--- config.mk ---
export PLATFORM = sky130hd
export DESIGN_NAME = int_alu
export DESIGN_NICKNAME = d
export VERILOG_FILES = /design/src/rtl/intalu_pkg.sv /design/src/rtl/alu_ctrl.sv /design/src/rtl/alu_shifter.sv /design/src/rtl/alu_datapath.sv /design/src/rtl/int_alu.sv
export SDC_FILE = /design/constraint.sdc
export NUM_CORES = 1
export LEC_CHECK = 0
export CORE_UTILIZATION = 50
export DETAILED_ROUTE_END_ITERATION = 8
export PLACE_DENSITY = 0.83
export SLEW_MARGIN = 40
export SYNTH_ARGS = -nofsm -noshare
export SYNTH_HDL_FRONTEND = slang
export SYNTH_SLANG_ARGS = --single-unit
--- constraint.sdc ---
create_clock -name vclk -period 27.8
set_input_delay 8.34 -clock vclk [all_inputs]
set_output_delay 8.34 -clock vclk [all_outputs]
set_load 0.01 [all_outputs]
--- src/rtl/intalu_pkg.sv ---
package intalu_pkg;

  typedef enum logic [3:0] {
    OP_ADD_TRAP  = 4'd0,
    OP_ADD_WRAP  = 4'd1,
    OP_SUB_TRAP  = 4'd2,
    OP_SUB_WRAP  = 4'd3,
    OP_AND       = 4'd4,
    OP_OR        = 4'd5,
    OP_XOR       = 4'd6,
    OP_NOR       = 4'd7,
    OP_LT_S      = 4'd8,
    OP_LT_U      = 4'd9,
    OP_SHL_IMM   = 4'd10,
    OP_SHRL_IMM  = 4'd11,
    OP_SHRA_IMM  = 4'd12,
    OP_SHL_REG   = 4'd13,
    OP_SHRL_REG  = 4'd14,
    OP_SHRA_REG  = 4'd15
  } aluOp_e;

  typedef enum logic [1:0] {
    UNIT_ADDER = 2'd0,
    UNIT_LOGIC = 2'd1,
    UNIT_CMP   = 2'd2,
    UNIT_SHIFT = 2'd3
  } unitSel_e;

  typedef enum logic [1:0] {
    LOGIC_AND = 2'd0,
    LOGIC_OR  = 2'd1,
    LOGIC_XOR = 2'd2,
    LOGIC_NOR = 2'd3
  } logicOp_e;

  typedef struct packed {
    logic     subtract;
    logic     trapEnable;
    unitSel_e unitSel;
    logicOp_e logicOp;
    logic     cmpUnsigned;
    logic     shiftRight;
    logic     shiftArith;
    logic     shiftFromReg;
  } aluStrobes_t;

endpackage

--- src/rtl/alu_ctrl.sv ---
module alu_ctrl
  import intalu_pkg::*;
(
  input  logic [3:0]  opSel,
  output aluStrobes_t strobes
);

  aluOp_e opCode;
  assign opCode = aluOp_e'(opSel);

  always_comb begin
    strobes              = '0;
    strobes.unitSel      = UNIT_ADDER;
    strobes.logicOp      = LOGIC_AND;
    unique case (opCode)
      OP_ADD_TRAP: strobes.trapEnable = 1'b1;
      OP_ADD_WRAP: ;
      OP_SUB_TRAP: begin
        strobes.subtract   = 1'b1;
        strobes.trapEnable = 1'b1;
      end
      OP_SUB_WRAP: strobes.subtract = 1'b1;
      OP_AND: begin
        strobes.unitSel = UNIT_LOGIC;
        strobes.logicOp = LOGIC_AND;
      end
      OP_OR: begin
        strobes.unitSel = UNIT_LOGIC;
        strobes.logicOp = LOGIC_OR;
      end
      OP_XOR: begin
        strobes.unitSel = UNIT_LOGIC;
        strobes.logicOp = LOGIC_XOR;
      end
      OP_NOR: begin
        strobes.unitSel = UNIT_LOGIC;
        strobes.logicOp = LOGIC_NOR;
      end
      OP_LT_S: begin
        strobes.unitSel  = UNIT_CMP;
        strobes.subtract = 1'b1;
      end
      OP_LT_U: begin
        strobes.unitSel     = UNIT_CMP;
        strobes.subtract    = 1'b1;
        strobes.cmpUnsigned = 1'b1;
      end
      OP_SHL_IMM: strobes.unitSel = UNIT_SHIFT;
      OP_SHRL_IMM: begin
        strobes.unitSel    = UNIT_SHIFT;
        strobes.shiftRight = 1'b1;
      end
      OP_SHRA_IMM: begin
        strobes.unitSel    = UNIT_SHIFT;
        strobes.shiftRight = 1'b1;
        strobes.shiftArith = 1'b1;
      end
      OP_SHL_REG: begin
        strobes.unitSel      = UNIT_SHIFT;
        strobes.shiftFromReg = 1'b1;
      end
      OP_SHRL_REG: begin
        strobes.unitSel      = UNIT_SHIFT;
        strobes.shiftRight   = 1'b1;
        strobes.shiftFromReg = 1'b1;
      end
      OP_SHRA_REG: begin
        strobes.unitSel      = UNIT_SHIFT;
        strobes.shiftRight   = 1'b1;
        strobes.shiftArith   = 1'b1;
        strobes.shiftFromReg = 1'b1;
      end
      default: ;
    endcase
  end

  // Only the two trapping arithmetic codes may arm the trap
  always_comb begin
    if (opSel != 4'd0 && opSel != 4'd2) begin
      p_trap_armed_r10: assert (!strobes.trapEnable)
        else $error("trap armed for non-trapping code");
    end
  end

endmodule

--- src/rtl/alu_shifter.sv ---
module alu_shifter #(
  parameter int unsigned WIDTH = 32,
  localparam int unsigned SHW  = $clog2(WIDTH)
) (
  input  logic [WIDTH-1:0] dataIn,
  input  logic [SHW-1:0]   amount,
  input  logic             shiftRight,
  input  logic             shiftArith,
  output logic [WIDTH-1:0] dataOut
);

  function automatic logic [WIDTH-1:0] revBits(input logic [WIDTH-1:0] v);
    logic [WIDTH-1:0] r;
    for (int i = 0; i < WIDTH; i++) r[i] = v[WIDTH-1-i];
    return r;
  endfunction

  logic [WIDTH-1:0] rightIn;
  logic             fillBit;

  // Left shifts run through the right-shift chain on a reversed word
  assign rightIn = shiftRight ? dataIn : revBits(dataIn);
  assign fillBit = shiftRight & shiftArith & dataIn[WIDTH-1];

  for (genvar s = 0; s < SHW; s++) begin : g_stage
    localparam int unsigned STEP = 1 << s;
    logic [WIDTH-1:0] stIn;
    logic [WIDTH-1:0] stOut;
    if (s == 0) begin : g_first
      assign stIn = rightIn;
    end else begin : g_next
      assign stIn = g_stage[s-1].stOut;
    end
    assign stOut = amount[s] ? {{STEP{fillBit}}, stIn[WIDTH-1:STEP]} : stIn;
  end

  logic [WIDTH-1:0] chainOut;
  assign chainOut = g_stage[SHW-1].stOut;
  assign dataOut  = shiftRight ? chainOut : revBits(chainOut);

  always_comb begin
    if (shiftRight && !shiftArith && amount != '0) begin
      p_lsr_zero_fill_r5: assert (dataOut[WIDTH-1] == 1'b0)
        else $error("logical right shift did not zero-fill");
    end
    if (!shiftRight && amount != '0) begin
      p_lsl_zero_fill_r5: assert (dataOut[0] == 1'b0)
        else $error("left shift did not zero-fill");
    end
    if (shiftRight && shiftArith) begin
      p_asr_sign_kept_r6: assert (dataOut[WIDTH-1] == dataIn[WIDTH-1])
        else $error("arithmetic shift lost the sign");
    end
    if (amount == '0) begin
      p_zero_count_r5: assert (dataOut == dataIn)
        else $error("zero count altered data");
    end
  end

endmodule

--- src/rtl/alu_datapath.sv ---
module alu_datapath
  import intalu_pkg::*;
#(
  parameter int unsigned WIDTH = 32,
  localparam int unsigned SHW  = $clog2(WIDTH)
) (
  input  logic [WIDTH-1:0] opA,
  input  logic [WIDTH-1:0] opB,
  input  logic [SHW-1:0]   shamt,
  input  aluStrobes_t      strobes,
  output logic [WIDTH-1:0] result,
  output logic             ovfTrap
);

  // Shared adder: subtraction as A + ~B + 1
  logic [WIDTH-1:0] bOperand;
  logic [WIDTH:0]   sumWide;
  logic [WIDTH-1:0] sum;
  logic             carryOut;
  logic             signedOvf;
  logic             lessThan;

  assign bOperand = strobes.subtract ? ~opB : opB;
  assign sumWide  = {1'b0, opA} + {1'b0, bOperand} + {{WIDTH{1'b0}}, strobes.subtract};
  assign sum      = sumWide[WIDTH-1:0];
  assign carryOut = sumWide[WIDTH];

  assign signedOvf = (opA[WIDTH-1] == bOperand[WIDTH-1]) && (sum[WIDTH-1] != opA[WIDTH-1]);
  assign lessThan  = strobes.cmpUnsigned ? ~carryOut : (sum[WIDTH-1] ^ signedOvf);

  // Logic unit
  logic [WIDTH-1:0] logicOut;
  always_comb begin
    unique case (strobes.logicOp)
      LOGIC_AND: logicOut = opA & opB;
      LOGIC_OR:  logicOut = opA | opB;
      LOGIC_XOR: logicOut = opA ^ opB;
      LOGIC_NOR: logicOut = ~(opA | opB);
      default:   logicOut = '0;
    endcase
  end

  // Shifter, count from the immediate port or the low bits of B
  logic [SHW-1:0]   shiftCount;
  logic [WIDTH-1:0] shiftOut;
  assign shiftCount = strobes.shiftFromReg ? opB[SHW-1:0] : shamt;

  alu_shifter #(.WIDTH(WIDTH)) u_shifter (
    .dataIn     (opA),
    .amount     (shiftCount),
    .shiftRight (strobes.shiftRight),
    .shiftArith (strobes.shiftArith),
    .dataOut    (shiftOut)
  );

  always_comb begin
    unique case (strobes.unitSel)
      UNIT_ADDER: result = sum;
      UNIT_LOGIC: result = logicOut;
      UNIT_CMP:   result = {{(WIDTH-1){1'b0}}, lessThan};
      UNIT_SHIFT: result = shiftOut;
      default:    result = '0;
    endcase
  end

  assign ovfTrap = strobes.trapEnable & signedOvf;

  always_comb begin
    if (!strobes.trapEnable) begin
      p_no_trap_wrap_r2: assert (!ovfTrap)
        else $error("trap raised with trapping disabled");
    end
    if (ovfTrap) begin
      p_trap_sign_flip_r1: assert (result[WIDTH-1] != opA[WIDTH-1])
        else $error("trap raised without sign change");
    end
    if (strobes.unitSel == UNIT_CMP) begin
      p_cmp_single_bit_r8: assert (result[WIDTH-1:1] == '0)
        else $error("compare result wider than one bit");
    end
    if (strobes.unitSel == UNIT_LOGIC && strobes.logicOp == LOGIC_NOR && opB == '0) begin
      p_nor_is_not_r4: assert (result == ~opA)
        else $error("NOR with zero is not NOT");
    end
  end

endmodule

--- src/rtl/int_alu.sv ---
module int_alu
  import intalu_pkg::*;
#(
  parameter int unsigned WIDTH = 32,
  localparam int unsigned SHW  = $clog2(WIDTH)
) (
  input  logic [WIDTH-1:0] opA,
  input  logic [WIDTH-1:0] opB,
  input  logic [SHW-1:0]   shamt,
  input  logic [3:0]       opSel,
  output logic [WIDTH-1:0] result,
  output logic             ovfTrap
);

  aluStrobes_t strobes;

  alu_ctrl u_ctrl (
    .opSel   (opSel),
    .strobes (strobes)
  );

  alu_datapath #(.WIDTH(WIDTH)) u_datapath (
    .opA     (opA),
    .opB     (opB),
    .shamt   (shamt),
    .strobes (strobes),
    .result  (result),
    .ovfTrap (ovfTrap)
  );

  always_comb begin
    if (opSel != 4'd0 && opSel != 4'd2) begin
      p_flag_scope_r10: assert (!ovfTrap)
        else $error("trap flag raised by non-trapping code");
    end
  end

endmodule

# Yosys cells after proc, flatten, opt, wreduce, memory -nomap -nowiden

Cells that the tools add are included.
W data, S select, Z words.

$add $sub $neg: 2
Muxes and demuxes: 20
Reductions and logical operators: 12
Div/mod/pow operators: 0
Magnitude comparators: 0
Equality and inequality tests: 22
$mul: 0
Bitwise logic cells: 10
Shift-type cells: 0

Operator list:

| operator             | number |
|---|---|
| $mux W32             | 8 |
| $pmux W32 S4         | 2 |
| $not A32 Y32         | 2 |
| $add A32 B32 Y33     | 1 |
| $add A33 B1 Y33      | 1 |
| $and A32 B32 Y32     | 1 |
| $eq A4 B4 Y1 const B | 8 |
| $or A32 B32 Y32      | 1 |
| $xor A32 B32 Y32     | 1 |
| $eq A4 B3 Y1 const B | 4 |
| $pmux W2 S3          | 2 |
| $reduce_or A4 Y1     | 3 |
| $eq A2 B2 Y1 const B | 4 |
| $eq A4 B2 Y1 const B | 2 |
| $mux W1              | 7 |
| $reduce_or A2 Y1     | 3 |
| $reduce_or A6 Y1     | 1 |
| $mux W5              | 1 |
| $eq A2 B1 Y1 const B | 2 |
| $logic_not A2 Y1     | 2 |
| $logic_not A4 Y1     | 1 |
| $and A1 B1 Y1        | 3 |
| $reduce_or A3 Y1     | 1 |
| $eq A1 B1 Y1         | 1 |
| other kinds (4)      | 4 |

Latch bits: 0
Memories: 0
Register bits after elaboration: 0
Output and inout bits: 33
Bits in read-only memories: 0
Bits in writable memories: 0
Input port bits: 73

# Depth between registers and ports, before layout

Depth in word-level cells: 12
Depth in mapped cells: 16

# Cells and area by module

From an unflattened synthesis, not the netlist that was laid out.

Cells, all modules: 1,195
Area total of the unflattened synthesis: 8,528.2 um^2

By module, submodules not included:

| module       | cells each | seq. area each (um^2) | times used | area an instance (um^2) |
|---|---|---|---|---|
| alu_datapath | 699        | 0.0                   | 1          | 4,538.1 |
| alu_shifter  | 479        | 0.0                   | 1          | 3,881.2 |
| alu_ctrl     | 17         | 0.0                   | 1          | 108.9 |

# Worst setup path after synthesis

Ideal clock, no wire load.

Path type: in2out
From: input port opSel[1]
To: output port result[30]
Stages on the path: 15
Path buffers: 2
Required time: 19,460 ps
Setup slack: 7,509 ps
Data arrival time: 11,951 ps
Cell sequence: buf_2 -> xnor2_1 -> nor2_1 -> buf_1 -> xnor2_1 -> fa_1 -> a21o_1 -> nand4_1 -> a211oi_1 -> or4_1 -> a31oi_1 -> o221ai_1 -> o41ai_1 -> xnor2_1 -> a211o_1

Longest elaborated chain between the ends: 12

Ends and longest elaborated chain:

| element                                                                   | RTL line           | source |
|---|---|---|
| from (decl)                                                               | int_alu.sv:10      | `input logic [3:0] opSel,` |
| parallel branches: the longest is 11 deep, another holds $add A32 B32 Y33 | n/a                |  |
| $pmux W32 S4 (*)                                                          | alu_datapath.sv:57 | `unique case (strobes.unitSel)` |
| to (decl)                                                                 | int_alu.sv:11      | `output logic [WIDTH-1:0] result,` |

Mark *: on every way between the ends.

# Final worst setup path

From: input port opSel[3]
To: output port result[30]

Same word-level chain as after synthesis.

==> impl_metrics.toml <==
[global_routing]
grt_antenna_before_repair = 0
first_global_vias = 7228
grt_max_degree = 46
grt_first_pass_wirelength_um = 41700
gr-total-overflow = 0
overall_global_routing_resource_usage_pct = 36.8

[power]
finalPower_mw = 0.251
irDropWorstVdd_mv = 0.0148
static-leakage-power_nw = 3.57
cellPowerDensity_nw_per_um2 = 30.5

[floorplanning]
die_height_um = 121
floorplan.die_area_um2 = 14700
area_of_the_core_um2 = 13900
die_w_um = 121
rows = 43
io_pins = 106
floorplan.initialDensity_pct = 51.2

[place]
port_buffers = 106
gp_routability_congestion = 1.07
detailed_place.area_um2 = 8220
place.detailed.hpwl_um = 21700
dp_worst_setup_slack_ps = 6130

[synth]
postSynthCellCount = 968
synth_sequential_area_ratio_pct = 0
net_count_of_the_mapped_netlist = 1138
mappedNetlistArea_um2 = 7100
synth.avg_cell_area_um2 = 7.34
synthesis.yosys.warnings = 0
netlist-cell-type-count = 62

[timing]
timing.final.setup_violations = 0
totalNegativeSetupSlack_ps = 0
number_of_max_slew_violations_in_the_final_report = 0
max_slew.worst_pin.slew_ps = 758
setup_repair_after_global_routing_missed_its_margin = "no"
max-slew-margin-rel_pct = 48.0
achievable-frequency_mhz = 46.1
final_setup_margin_ps = 6090
final.min_clock_period_ps = 21710
fin_crit_sh_pct = 78.1
final-hold-violation-count = 0

[run_status]
status = "complete, no violations"

[critical_path]
endpoint_kind = "output port"
worst_setup_path_start_kind = "input port"
worstPathMaxFanout = 31
worstPathRequired_ps = 19460
criticalPathCategory = "in -> out"
cp.arrival_ps = 13370

[hold_path]
min_delay_path_depth = 4
holdCritStartpoint = "opSel[0]"
min_delay_worst_endpoint = "ovfTrap"
hold_path_class = "in -> out"

[drt]
via_count = 8020
avgViaCountPerCell = 6.69
final_antenna_net_count = 0
drtIter0Drc = 1132
drt-pass1-iter-count = 6
route.detailed.drc = 0
postRouteWirelength_um = 27100
wire_per_inst_um = 22.6

[clocking]
ctsResizeCount = 0
setup_buffers_after_cts = 0
post_cts_hold_buffer_count = 0

[finish]
finalCoreUtilization_pct = 59.3
area_of_the_multi_input_gates_um2 = 6590
num-nets-final = 1191
design.seq.count = 0
final.fill_count = 1284
syn2layout_area_growth_pct = 15.9
clock_buffers = 0
layout-drive-gt1-share_pct = 8.24
finish.instance_area_um2 = 8240
area.sequential_um2 = 0
count_of_antenna_diodes_in_the_layout = 0

[flow_run]
timing.max_cap.violations = 0
Yosys cell counts (4+ instances only):
| library cell | instances | share of area, % |
|---|---|---|
| xnor2_1 | 60 | 7.4 |
| inv_1 | 70 | 3.7 |
| o21ai_0 | 72 | 5.1 |
| a21oi_1 | 80 | 5.6 |
| nand2_1 | 83 | 4.4 |
| clkbuf_1 | 45 | 2.4 |
| nor2_1 | 73 | 3.9 |
| o31ai_1 | 5 | 0.53 |
| buf_1 | 10 | 0.53 |
| nor3_1 | 13 | 0.92 |
| and3_1 | 4 | 0.35 |
| a31oi_1 | 10 | 0.88 |
| ha_1 | 96 | 17 |
| o22ai_1 | 15 | 1.3 |
| mux2i_1 | 50 | 7.0 |
| o211ai_1 | 18 | 1.9 |
| mux4_2 | 34 | 11 |
| nand4_1 | 7 | 0.62 |
| a211o_1 | 6 | 0.74 |
| a21o_1 | 18 | 1.9 |
| nor2b_1 | 11 | 0.97 |
| a221oi_1 | 11 | 1.4 |
| buf_2 | 11 | 0.77 |
| mux2_2 | 17 | 2.7 |
| o21a_1 | 4 | 0.42 |
| nand3_1 | 17 | 1.2 |
| a211oi_1 | 21 | 2.2 |
| o221ai_1 | 14 | 1.7 |
| xor2_1 | 35 | 4.3 |
| a22oi_1 | 8 | 0.85 |
| a221o_1 | 4 | 0.56 |
per-stage QoR:
step | hold WS, ps | std cells
after detailed placement | 17930 | 1198
final | 17970 | 1199
after floorplan | 16910 | 968
after global routing | 18030 | 1199
after CTS | 17930 | 1198
after global placement | 17920 | 1198
how the worst max path moves through the flow:
| stage | startpoint | endpoint | slack [ps] | cells after the start |
|---|---|---|---|---|
| 3_5_place_dp | opSel[3] | result[30] | 6130 | 17 |
| 6_report | opSel[3] | result[30] | 6090 | 17 |
| 2_1_floorplan | opSel[1] | result[30] | 7510 | 15 |
| 5_1_grt | opSel[3] | result[30] | 5810 | 17 |
| 4_1_cts | opSel[3] | result[30] | 6110 | 17 |
| 3_3_place_gp | opSel[3] | result[30] | 6220 | 17 |
final cells by class:
class | instances | area share (%)
Multi-Input combinational cell | 829 | 80.0
Inverter | 70 | 3.19
Timing Repair Buffer | 120 | 14.1
Tap cell | 180 | 2.73
power breakdown:
group	total, mW	internal, mW	switching, mW
registers	0	0	0
clock network	0	0	0
logic	0.251	0.106	0.146
layer usage:
layer / part of all wire (%) / vias to the layer above / GRT usage [%] / wire (um)
met5: 0 / - / 0 / 0
met4: 5.7 / 0 / 15.4 / 1540
met2: 43 / 513 / 56.9 / 11500
li1: - / 3693 / - / -
met3: 10 / 96 / 4.18 / 2750
met1: 42 / 3718 / 51.7 / 11200
critical path: stages:
cell	delay (ps)
clkdlybuf4s50_1	450
buf_4	280
xnor2_1	200
nor2_4	110
buf_4	450
xnor2_1	130
ha_1	380
o21a_1	200
o211ai_1	240
o31ai_1	110
or4_1	520
a31oi_1	390
o221ai_1	250
o41ai_1	350
xnor2_1	150
a211o_1	310
clkdlybuf4s50_1	480
layout by cell type (no fill, tap or decap), types with 3 or more instances in the layout:
cell	Yosys	routed
a2bb2oi_1	3	3
and3_1	4	4
o211a_1	3	3
a31oi_1	10	10
o21a_1	4	4
or3_1	3	3
buf_4	2	14
a221oi_1	11	11
nand2_1	83	83
mux2i_1	50	48
a211o_1	6	6
inv_1	70	70
a211oi_1	21	21
xnor2_1	60	60
xor2_1	35	35
nand3_1	17	17
a21o_1	18	18
mux4_2	34	34
o22ai_1	15	15
a22oi_1	8	8
o211ai_1	18	18
nor2b_1	11	10
ha_1	96	96
nand2b_1	3	3
o31ai_1	5	5
o221ai_1	14	14
nor2_1	73	70
or2_2	3	3
a221o_1	4	4
o21ai_0	72	72
clkdlybuf4s50_1	0	104
nand4_1	7	7
nor3_1	13	13
a21oi_1	80	80
mux2_2	17	17
cells by family after synthesis:
group / after synthesis / synth area share (%)
AO/OA/AOI/OAI: 312 / 28.7
AND/OR/NAND/NOR: 222 / 13.6
buffers and inverters: 139 / 7.75
multiplexers: 103 / 21.0
adder cells (fa/ha/maj): 97 / 17.2
XOR/XNOR: 95 / 11.7
(Power assumes the default switching activity.)
